### src/rtl/alu_flagcore.sv
module alu_flagcore #(
  parameter int WIDTH = 8
) (
  input  logic [3:0]       op,
  input  logic [WIDTH-1:0] a,
  input  logic [WIDTH-1:0] b,
  input  logic             carry_in,
  output logic [WIDTH-1:0] result,
  output logic             carry_out,
  output logic             zero_out,
  output logic             overflow_out,
  output logic             negative_out,
  output logic [3:0]       flag_mask
);
  localparam int MSB = WIDTH - 1;

  localparam logic [3:0] OP_ADD = 4'd0;
  localparam logic [3:0] OP_SUB = 4'd1;
  localparam logic [3:0] OP_CMP = 4'd2;
  localparam logic [3:0] OP_AND = 4'd3;
  localparam logic [3:0] OP_OR  = 4'd4;
  localparam logic [3:0] OP_XOR = 4'd5;
  localparam logic [3:0] OP_SHL = 4'd6;
  localparam logic [3:0] OP_SHR = 4'd7;
  localparam logic [3:0] OP_RLC = 4'd8;
  localparam logic [3:0] OP_RRC = 4'd9;
  localparam logic [3:0] OP_INC = 4'd10;
  localparam logic [3:0] OP_DEC = 4'd11;
  localparam logic [3:0] OP_TST = 4'd12;

  localparam logic [3:0] M_ALL   = 4'b1111;
  localparam logic [3:0] M_CZN   = 4'b1101;
  localparam logic [3:0] M_ZN    = 4'b0101;
  localparam logic [3:0] M_ZVN   = 4'b0111;
  localparam logic [3:0] M_NONE  = 4'b0000;

  logic             invert_b;
  logic [WIDTH-1:0] b_eff;
  logic             cin_eff;
  logic [WIDTH:0]   sum;
  logic             sum_ovf;

  assign invert_b = (op == OP_SUB) || (op == OP_CMP);
  assign b_eff    = invert_b ? ~b : b;
  assign cin_eff  = (op == OP_CMP) ? 1'b1 : carry_in;
  assign sum      = {1'b0, a} + {1'b0, b_eff} + {{WIDTH{1'b0}}, cin_eff};
  assign sum_ovf  = ~(a[MSB] ^ b_eff[MSB]) & (a[MSB] ^ sum[MSB]);

  logic [WIDTH-1:0] res_v;
  logic [WIDTH-1:0] flag_src;
  logic             c_v;
  logic             v_v;
  logic [3:0]       m_v;
  logic             n_force;

  always_comb begin
    res_v    = a;
    flag_src = a;
    c_v      = carry_in;
    v_v      = 1'b0;
    m_v      = M_NONE;
    n_force  = 1'b0;
    unique case (op)
      OP_ADD, OP_SUB: begin
        res_v    = sum[MSB:0];
        flag_src = sum[MSB:0];
        c_v      = sum[WIDTH];
        v_v      = sum_ovf;
        m_v      = M_ALL;
      end
      OP_CMP: begin
        flag_src = sum[MSB:0];
        c_v      = sum[WIDTH];
        m_v      = M_CZN;
      end
      OP_AND: begin
        res_v    = a & b;
        flag_src = res_v;
        m_v      = M_ZN;
      end
      OP_OR: begin
        res_v    = a | b;
        flag_src = res_v;
        m_v      = M_ZN;
      end
      OP_XOR: begin
        res_v    = a ^ b;
        flag_src = res_v;
        m_v      = M_ZN;
      end
      OP_SHL: begin
        res_v    = {a[MSB-1:0], 1'b0};
        flag_src = res_v;
        c_v      = a[MSB];
        m_v      = M_CZN;
      end
      OP_SHR: begin
        res_v    = {1'b0, a[MSB:1]};
        flag_src = res_v;
        c_v      = a[0];
        m_v      = M_CZN;
      end
      OP_RLC: begin
        res_v    = {a[MSB-1:0], carry_in};
        flag_src = res_v;
        c_v      = a[MSB];
        m_v      = M_CZN;
      end
      OP_RRC: begin
        res_v    = {carry_in, a[MSB:1]};
        flag_src = res_v;
        c_v      = a[0];
        m_v      = M_CZN;
      end
      OP_INC: begin
        res_v    = a + 1'b1;
        flag_src = res_v;
        m_v      = M_ZN;
      end
      OP_DEC: begin
        res_v    = a - 1'b1;
        flag_src = res_v;
        m_v      = M_ZN;
      end
      OP_TST: begin
        flag_src = a & b;
        n_force  = 1'b1;
        v_v      = b[MSB-1];
        m_v      = M_ZVN;
      end
      default: begin
        res_v = a;
        m_v   = M_NONE;
      end
    endcase
  end

  logic n_raw;
  assign n_raw = n_force ? b[MSB] : flag_src[MSB];

  assign result       = res_v;
  assign flag_mask    = m_v;
  assign carry_out    = m_v[3] ? c_v : carry_in;
  assign zero_out     = m_v[2] & (flag_src == '0);
  assign overflow_out = m_v[1] & v_v;
  assign negative_out = m_v[0] & n_raw;
endmodule

### config.mk
export PLATFORM = sky130hd
export DESIGN_NAME = alu_flagcore
export DESIGN_NICKNAME = d
export VERILOG_FILES = /design/src/rtl/alu_flagcore.sv
export SDC_FILE = /design/constraint.sdc
export NUM_CORES = 1
export LEC_CHECK = 0
export BUFFER_PORTS_ARGS = -buffer_cell sky130_fd_sc_hd__buf_4
export CAP_MARGIN = 10
export CORE_AREA = 2 2 84 86
export DETAILED_ROUTE_END_ITERATION = 7
export DIE_AREA = 0 0 86 88
export PLACE_DENSITY = 0.46
export SKIP_LAST_GASP = 1
export SLEW_MARGIN = 30
export SYNTH_ARGS = -nofsm -noshare
export SYNTH_HDL_FRONTEND = slang
export SYNTH_SLANG_ARGS = --single-unit
### constraint.sdc
create_clock -name vclk -period 3.5
set_input_delay 0.35 -clock vclk [all_inputs]
set_output_delay 0.35 -clock vclk [all_outputs]
set_load 0.1 [all_outputs]
Word level (Yosys, flattened, before mapping). Index checks and enable logic that the tools add are counted.

Logic and storage cells: 47. Register bits after elaboration: 0. Input port bits: 21.

Multiplexer cells: 10. Equal/unequal tests: 12. Add/subtract/negate cells: 4. Bitwise gates (word level): 11. Reductions and logical operators: 10.

Operator list (number): $pmux 8 s10 (2); $eq 4x4->1 const B (5); $eq 4x3->1 const B (4); $pmux 4 s4 (1); $reduce_or 5->1 (2); $add 8x8->9 (1); $add 9x1->9 (1); $add 8x1->8 const B (1); $and 8x8->8 (1); $eq 4x2->1 const B (2); $logic_not 8->1 (1); $mux 8 (1); $not 8->8 (1); $or 8x8->8 (1); $reduce_or 2->1 (4); $sub 8x1->8 const B (1); $xor 8x8->8 (1); $and 1x1->1 (4); $eq 4x1->1 const B (1); $logic_not 4->1 (1); $mux 1 (4); $pmux 1 s3 (1); $reduce_or 3->1 (1); $pmux 1 s2 (1); other kinds (3) (4).

Longest topological paths before layout. Gate-level depths: netlist of the first run.

Depth in word-level cells: 9. Depth in mapped cells: 15. Depth with buffers taken out: 13.

Worst setup path before layout of the first run. OpenSTA, ideal clock, no wires.

Path type: input -> output. Start point: in op[0]. End point: out overflow_out. Arrival: 4963 ps. Cell stages on the path: 13. Slack: -1813 ps. Cell sequence: buf_6 -> buf_2 -> buf_2 -> nor2b_1 -> o21ai_2 -> xnor2_1 -> fa_1 -> nand3b_1 -> a31oi_1 -> nor2_1 -> o21ai_0 -> xnor2_1 -> o32ai_1.

Longest elaborated chain between the ends: 9. Elaborated cells on any way between the ends: 28. Those cells by class: add/sub: 2; eq/ne: 12; mux: 4; bitwise: 5; reduce/logical: 5.

RTL lines: from (decl) (RTL line 4) `input logic [3:0] op,`; $eq 4x1->1 or $eq 4x2->1 (tied branches) (RTL line 43, 63, 45); $logic_or 1x1->1 (RTL line 43) `assign invert_b = (op == OP_SUB) || (op == OP_CMP);`; $mux 8 (RTL line 44) `assign b_eff = invert_b ? ~b : b;`; $add 8x8->9 (RTL line 46) `assign sum = {1'b0, a} + {1'b0, b_eff} + {{WIDTH{1'b0}}, cin_eff};`; $add 9x1->9 (RTL line 46); $xor 1x1->1 (RTL line 47) `assign sum_ovf = ~(a[MSB] ^ b_eff[MSB]) & (a[MSB] ^ sum[MSB]);`; $and 1x1->1 (RTL line 47); $pmux 1 s2 (RTL line 63) `unique case (op)`; $and 1x1->1 (*) (RTL line 145) `assign overflow_out = m_v[1] & v_v;`; to (decl) (RTL line 11) `output logic overflow_out,`.

Every way passes the cells marked *; elsewhere a longest branch is shown, timed or not.

Worst setup path in the final report of the first run.
Start point: in op[0]. End point: out zero_out.

Longest elaborated chain between the ends: 8. Elaborated cells on any way between the ends: 27. Those cells by class: add/sub: 2; eq/ne: 12; mux: 4; bitwise: 1; reduce/logical: 8.

RTL lines: $eq 4x1->1 or $eq 4x2->1 (tied branches) (RTL line 43, 63, 45); $logic_or 1x1->1 (RTL line 43); $mux 8 (RTL line 44); $add 8x8->9 (RTL line 46); $add 9x1->9 (RTL line 46); $pmux 8 s10 (RTL line 63); $logic_not 8->1 (RTL line 144) `assign zero_out = m_v[2] & (flag_src == '0);`; $and 1x1->1 (*) (RTL line 144); to (decl) (RTL line 10) `output logic zero_out,`.

Marked as above.

==> results.md, run 1 <==
* Setup ws final at -0.00937 ns
* Leak at 1.13 nW
* Min Clock Period, post-route at 3.51 ns
* Synth cell types at 66
* Placed insts at just under 400
* # hold bufs at CTS at 0
* Die area at roughly 7600 µm²
* VDD IR max at 0.105 mV
* Post-synthesis net count at 325
* Final worst-path cycle share at 1.00
* Final setup violation count at 1
* Vias in the first global route at ~2200
* # clk buffers at 0
* Die span in y at 88 µm
* Min-Delay Path Class: primary input to output port
* Gate Count Post-Synth at around 270
* Yosys top cell area share at 0.195
* DPL Wire Length at 5570 µm
* All-Layer GR Usage at 0.184
* CP Data Required Time at around 3.2 ns
* Top-Level Pins at 37
* WL final at 6890 µm
* Worst hold stages at 3
* CP Max Fanout at 4
* Via density at 5.51
* TNS Setup at -0.00937 ns
* Port buffer count at 37
* Status: finished with violations
* Share of cells above drive strength 1 at 0.324
* Routed WL per cell at 17.3 µm
* Largest net degree at the start of global routing at 25
* RePlAce Congestion at a little under 0.9
* CP Launch Type: primary input
* Slew @ Worst Pin at ~0.55 ns
* Failing checks: negative setup slack
* ANT cells at 0
* Rel. slew slack at 0.636
* Core Footprint at about 6600 µm²
* Netlist Area Pre-Place at roughly 1900 µm²
* Final Hold Viols at 0
* FMAX at between 0.2 and 0.3 GHz
* Vias at 2191
* Final #Nets at 373
* Finished Layout Cells at between 300 and 400
* Drt first pass iters at 4
* Layout area overhead at 37.3%
* # Max-Cap Violations at 0
* RSZ-0062 raised after global routing: true
* DR iter-0 viols at 111
* Syn. warnings at 0
* Seq/Total Area, Yosys at 0
* Initial antenna violation count at 0
* Initial cell density of the core at 0.289
* Rows at 30
* Area leader, netlist: ha_1
* DRC violations left at 0
* Crit path kind: primary input to output port
* Sequential cell count at 0
* Grt ovf at 0
* Global-route wire length before repair at between 10000 and 15000 µm
* Critical path endpoint category: output port
* Main area contributors after synthesis: ha_1 20%, xnor2_1 6.4%, inv_1 4.5%
* Max Slew Vio Count at 0
* Width of the die at about 86 µm
* FF+latch area at 0 µm²
* Syn Area/Cell at a little over 7 µm²
* PwrDens at around 240 nW/µm²
* DRT antenna net count at 0
* Worst EP arrival at approximately 3.2 ns
## critical path: stages
cell	delay, ns
buf_4	0.13
nor2b_2	0.17
o21ai_4	0.21
xnor2_2	0.11
fa_2	0.39
inv_2	0.07
fa_2	0.43
nand2b_1	0.15
a222oi_1	0.26
nand3_1	0.11
a2111o_1	0.34
nor4_4	0.16
buf_6	0.26
## through the flow
step            util  hold WS [ns]  total power (W)  area (µm²)  worst slack, ns
3_5_place_dp   0.388          1.22         0.000606        2580           -0.111
3_3_place_gp   0.388          1.22         0.000607        2580          -0.0293
6_report       0.397          1.22         0.000629        2640         -0.00937
2_1_floorplan      -          1.02         0.000447        2100           -0.586
4_1_cts        0.389          1.22         0.000610        2580          -0.0255
5_1_grt        0.397          1.23         0.000674        2640           -0.232
## layout by cell type, fill, tap and decap left out, types with 2 or more instances in the layout
cell,instances
nand2b_1,6
buf_4,63
a22oi_1,6
nand4_1,2
mux4_2,2
a21oi_1,12
o31a_1,2
inv_1,21
nand3_1,3
nor3b_1,2
mux2i_1,2
a31oi_4,3
a221oi_1,3
nor3_1,3
a221oi_2,2
a32oi_1,3
a31oi_2,4
ha_1,29
a31oi_1,6
fa_2,2
a211oi_1,2
nand2_1,23
inv_2,3
o211ai_1,4
xnor2_1,13
nor2_1,20
o2bb2ai_1,3
buf_12,2
a21oi_2,2
o21ai_0,11
xor2_1,3
buf_6,2
a211oi_2,2
nand3b_1,5
a2bb2oi_1,3
o21ai_1,2
## cell usage after synthesis, types with 3 or more instances
cell	instances
ha_1	30
xor2_1	3
nor2_1	20
clkbuf_1	11
nand2b_1	6
a211oi_1	4
nand3_1	3
xnor2_1	14
o211ai_1	4
nor3_1	3
a2bb2oi_1	3
a22oi_1	6
o21ai_0	13
inv_1	23
nand2_1	23
a221oi_1	4
nor2b_1	3
a31oi_1	13
buf_2	7
nand3b_1	5
a21oi_1	15
o2bb2ai_1	3
a32oi_1	3
## routing by layer
| layer | GRT usage | routed length, µm | vias up |
|---|---|---|---|
| li1 | - | - | 1104 |
| met1 | 0.277 | 3520 | 1033 |
| met3 | 0.00848 | 220 | 6 |
| met2 | 0.290 | 3050 | 48 |
| met4 | 0.0361 | 97 | 0 |
| met5 | 0 | 0 | - |
## power by group
part | switching, W | internal, W | total, W | leakage [nW]
clock | 0 | 0 | 0 | 0
combinational | 0.000409 | 0.000220 | 0.000629 | 1.13
sequential | 0 | 0 | 0 | 0
total | 0.000409 | 0.000220 | 0.000629 | 1.13
## repair_timing
action                                  CTS  global route
endpoints found under the setup margin    1             5
resized for setup                         3            12
endpoints found under the hold margin     0             0
pin swaps                                 0             7
setup buffers                             0             1
## logic make-up (layout without fill, tap and decap cells)
family / count (synthesis) / after routing / share of synthesized area
AO/OA/AOI/OAI: 93 / 93 / 0.346
AND/OR/NAND/NOR: 80 / 80 / 0.219
buffers and inverters: 45 / 91 / 0.102
adder cells (fa/ha/maj): 32 / 32 / 0.216
XOR/XNOR: 17 / 17 / 0.0774
multiplexers: 5 / 5 / 0.0397
## worst paths after layout
path | slack (ns) | endpoint | startpoint
max | -0.009 | zero_out | op[0]
min | 1.22 | negative_out | b[7]
## final cells by class
cell class	instances	area [µm²]
fillers	718	4000
inverters	24	90.1
multi-input cells	227	1910
well taps	80	100
repair buffers	67	536
(Power assumes the default switching activity.)
==> inputs of run 2 (changes only) <==
CORE_AREA = 2 2 63 65   (was 2 2 84 86)
DIE_AREA = 0 0 65 67   (was 0 0 86 88)
PLACE_DENSITY = 0.76   (was 0.46)
==> results.md, run 2 (same netlist as run 1, synthesis figures left out) <==
* Status: finished with violations (unchanged)
* Failing checks: negative setup slack (unchanged)
* Port buffer count at 37 (unchanged)
* # Max-Cap Violations at 0 (unchanged)
* Initial antenna violation count at 0 (unchanged)
* Slowest CP cell: o21ai_0 (was fa_2)
* WL final at 6080 µm (was 6890 µm)
* Setup WS pre-CTS at -0.0583 ns (was -0.111 ns)
* Setup ws final at -0.0485 ns (was -0.00937 ns)
* Crit path capture: zero_out (unchanged)
* ANT cells at 0 (unchanged)
* DPL Wire Length at 4730 µm (was 5570 µm)
* CP Max Fanout at 7 (was 4)
* Layout area overhead at 30.8% (was 37.3%)
* Critical path origin: op[0] (unchanged)
* Min Clock Period, post-route at 3.55 ns (was 3.51 ns)
* Final #Nets at 362 (was 373)
* Worst EP arrival at 3.20 ns (was 3.16 ns)
* Worst path cell trace: buf_4, nor2b_2, o21ai_4, buf_4, xnor2_1, ha_1, o21ai_0, buf_4, o21bai_1, a211oi_2, a21oi_1, o31a_1, nor4_4, buf_6 (was buf_4, nor2b_2, o21ai_4, xnor2_2, fa_2, inv_2, fa_2, nand2b_1, a222oi_1, nand3_1, a2111o_1, nor4_4, buf_6)
* DRC violations left at 0 (unchanged)
* Internal power at 0.000202 W (was 0.000220 W)
* Grt ovf at 0 (unchanged)
* CP Launch Type: primary input (unchanged)
* Critical path endpoint category: output port (unchanged)
* DRT antenna net count at 0 (unchanged)
* # clk buffers at 0 (unchanged)
* Commonest non-fill, non-tap cell in the layout: buf_4 (unchanged)
* Share of cells above drive strength 1 at 0.300 (was 0.324)
* Final Hold Viols at 0 (unchanged)
* # hold bufs at CTS at 0 (unchanged)
* Core Footprint at 3610 µm² (was 6640 µm²)
* CP Data Required Time at 3.15 ns (about the same)
* DR iter-0 viols at 304 (was 111)
* Final setup violation count at 1 (unchanged)
* Die span in y at 67 µm (was 88 µm)
* Vias at 2215 (was 2191)
* RSZ-0062 raised after global routing: true (unchanged)
* Slew @ Worst Pin at 0.622 ns (was 0.547 ns)
* RePlAce Congestion at 0.888 (was 0.867)
* Largest net degree at the start of global routing at 27 (was 25)
* Crit path largest cell delay at 0.35 ns (was 0.43 ns)
* All-Layer GR Usage at 0.279 (was 0.184)
* FMAX at 0.282 GHz (was 0.285 GHz)
* Most frequent cells in the layout: 52 x buf_4, 29 x ha_1, 23 x nand2_1, 21 x inv_1, 20 x nor2_1 (was 63 x buf_4, 29 x ha_1, 23 x nand2_1, 21 x inv_1, 20 x nor2_1)
* Switching pwr at 0.000402 W (was 0.000409 W)
* Width of the die at 65 µm (was 86 µm)
* Initial cell density of the core at 0.533 (was 0.289)
* Routed WL per cell at 17.1 µm (was 17.3 µm)
* Final worst-path cycle share at 1.01 (was 1.00)
* TNS Setup at -0.0485 ns (was -0.00937 ns)
* Critical path's most frequent cell: buf_4 (was fa_2)
* Rel. slew slack at 0.585 (was 0.636)
* Flop pwr share at 0 (about the same)
* Global-route wire length before repair at 9640 µm (was 11300 µm)
* Fin util at 0.697 (was 0.397)
* Leak at 1.07 nW (was 1.13 nW)
* Max Slew Vio Count at 0 (unchanged)
* FF+latch area at 0 µm² (unchanged)
* Vias in the first global route at 1994 (was 2162)
* Sequential cell count at 0 (unchanged)
* Drt first pass iters at 5 (was 4)
* Min-Delay Path Class: primary input to output port (unchanged)
* VDD IR max at 0.205 mV (was 0.105 mV)
* Rows at 22 (was 30)
* Top-Level Pins at 37 (unchanged)
* Crit path kind: primary input to output port (unchanged)
* Via density at 6.24 (was 5.51)
* Switching share of power at 0.666 (was 0.650)
* PwrDens at 240 nW/µm² (was 238 nW/µm²)
* Clock network fraction of design power at 0 (about the same)
* Die area at 4360 µm² (was 7570 µm²)
* Logic gate share of total power at 1.000 (about the same)
## run 2: cell types whose count changed in the layout (fill, tap and decap cells not counted), sizes merged
cell and change:
buf -11
## run 2: how the worst min path moves through the flow
stage	startpoint	end	slack, ns	cells past startpoint
2_1_floorplan	carry_in	carry_out	1.02	2
3_3_place_gp	b[6]	overflow_out	1.24	4
3_5_place_dp	b[6]	overflow_out	1.24	4
4_1_cts	b[6]	overflow_out	1.24	4
5_1_grt	b[7]	negative_out	1.21	3
6_report	b[7]	negative_out	1.21	3
## run 2: layout make-up
cell class | count | area [µm²]
Multi-Input combinational cell | 227 | 1930
Tap cell | 48 | 60.1
Inverter | 24 | 90.1
Timing Repair Buffer | 56 | 435
Fill cell | 312 | 1090
## run 2: power by group through the flow
stage	sequential [W]	clock [W]	combinational (W)
after global routing	0	0	0.000643
after detailed placement	0	0	0.000577
after floorplan	0	0	0.000447
after global placement	0	0	0.000572
after CTS	0	0	0.000582
final	0	0	0.000604
## run 2: critical path, delay by kind of cell
family / cells / cell delay (ns)
AOI/OAI and AO/OA: 6 / 1.21
buffers and inverters: 4 / 0.80
and+or+nand+nor: 2 / 0.41
adders and majority gates: 1 / 0.29
xor gates and xnor gates: 1 / 0.14
## run 2: what timing repair did
action / in CTS / in global routing
pin swaps: 3 / 6
resized for setup: 5 / 9
endpoints found under the hold margin: 0 / 0
setup buffers: 0 / 1
setup endpoints to repair: 2 / 6
## run 2: layer usage
metal,track usage,vias up,routed length [µm]
met5,0,-,0
met4,0.0186,0,23
met3,0.0169,3,448
met2,0.499,98,2930
met1,0.382,1033,2670
li1,-,1081,-
## run 2: stage by stage
stage                     hold WS, ns  instances  instance area [µm²]  total power (W)
after detailed placement         1.24        354                 2440         0.000577
after global routing             1.21        355                 2510         0.000643
after CTS                        1.24        354                 2460         0.000582
after global placement           1.24        354                 2440         0.000572
after floorplan                  1.02        272                 2100         0.000447
final                            1.21        355                 2510         0.000604
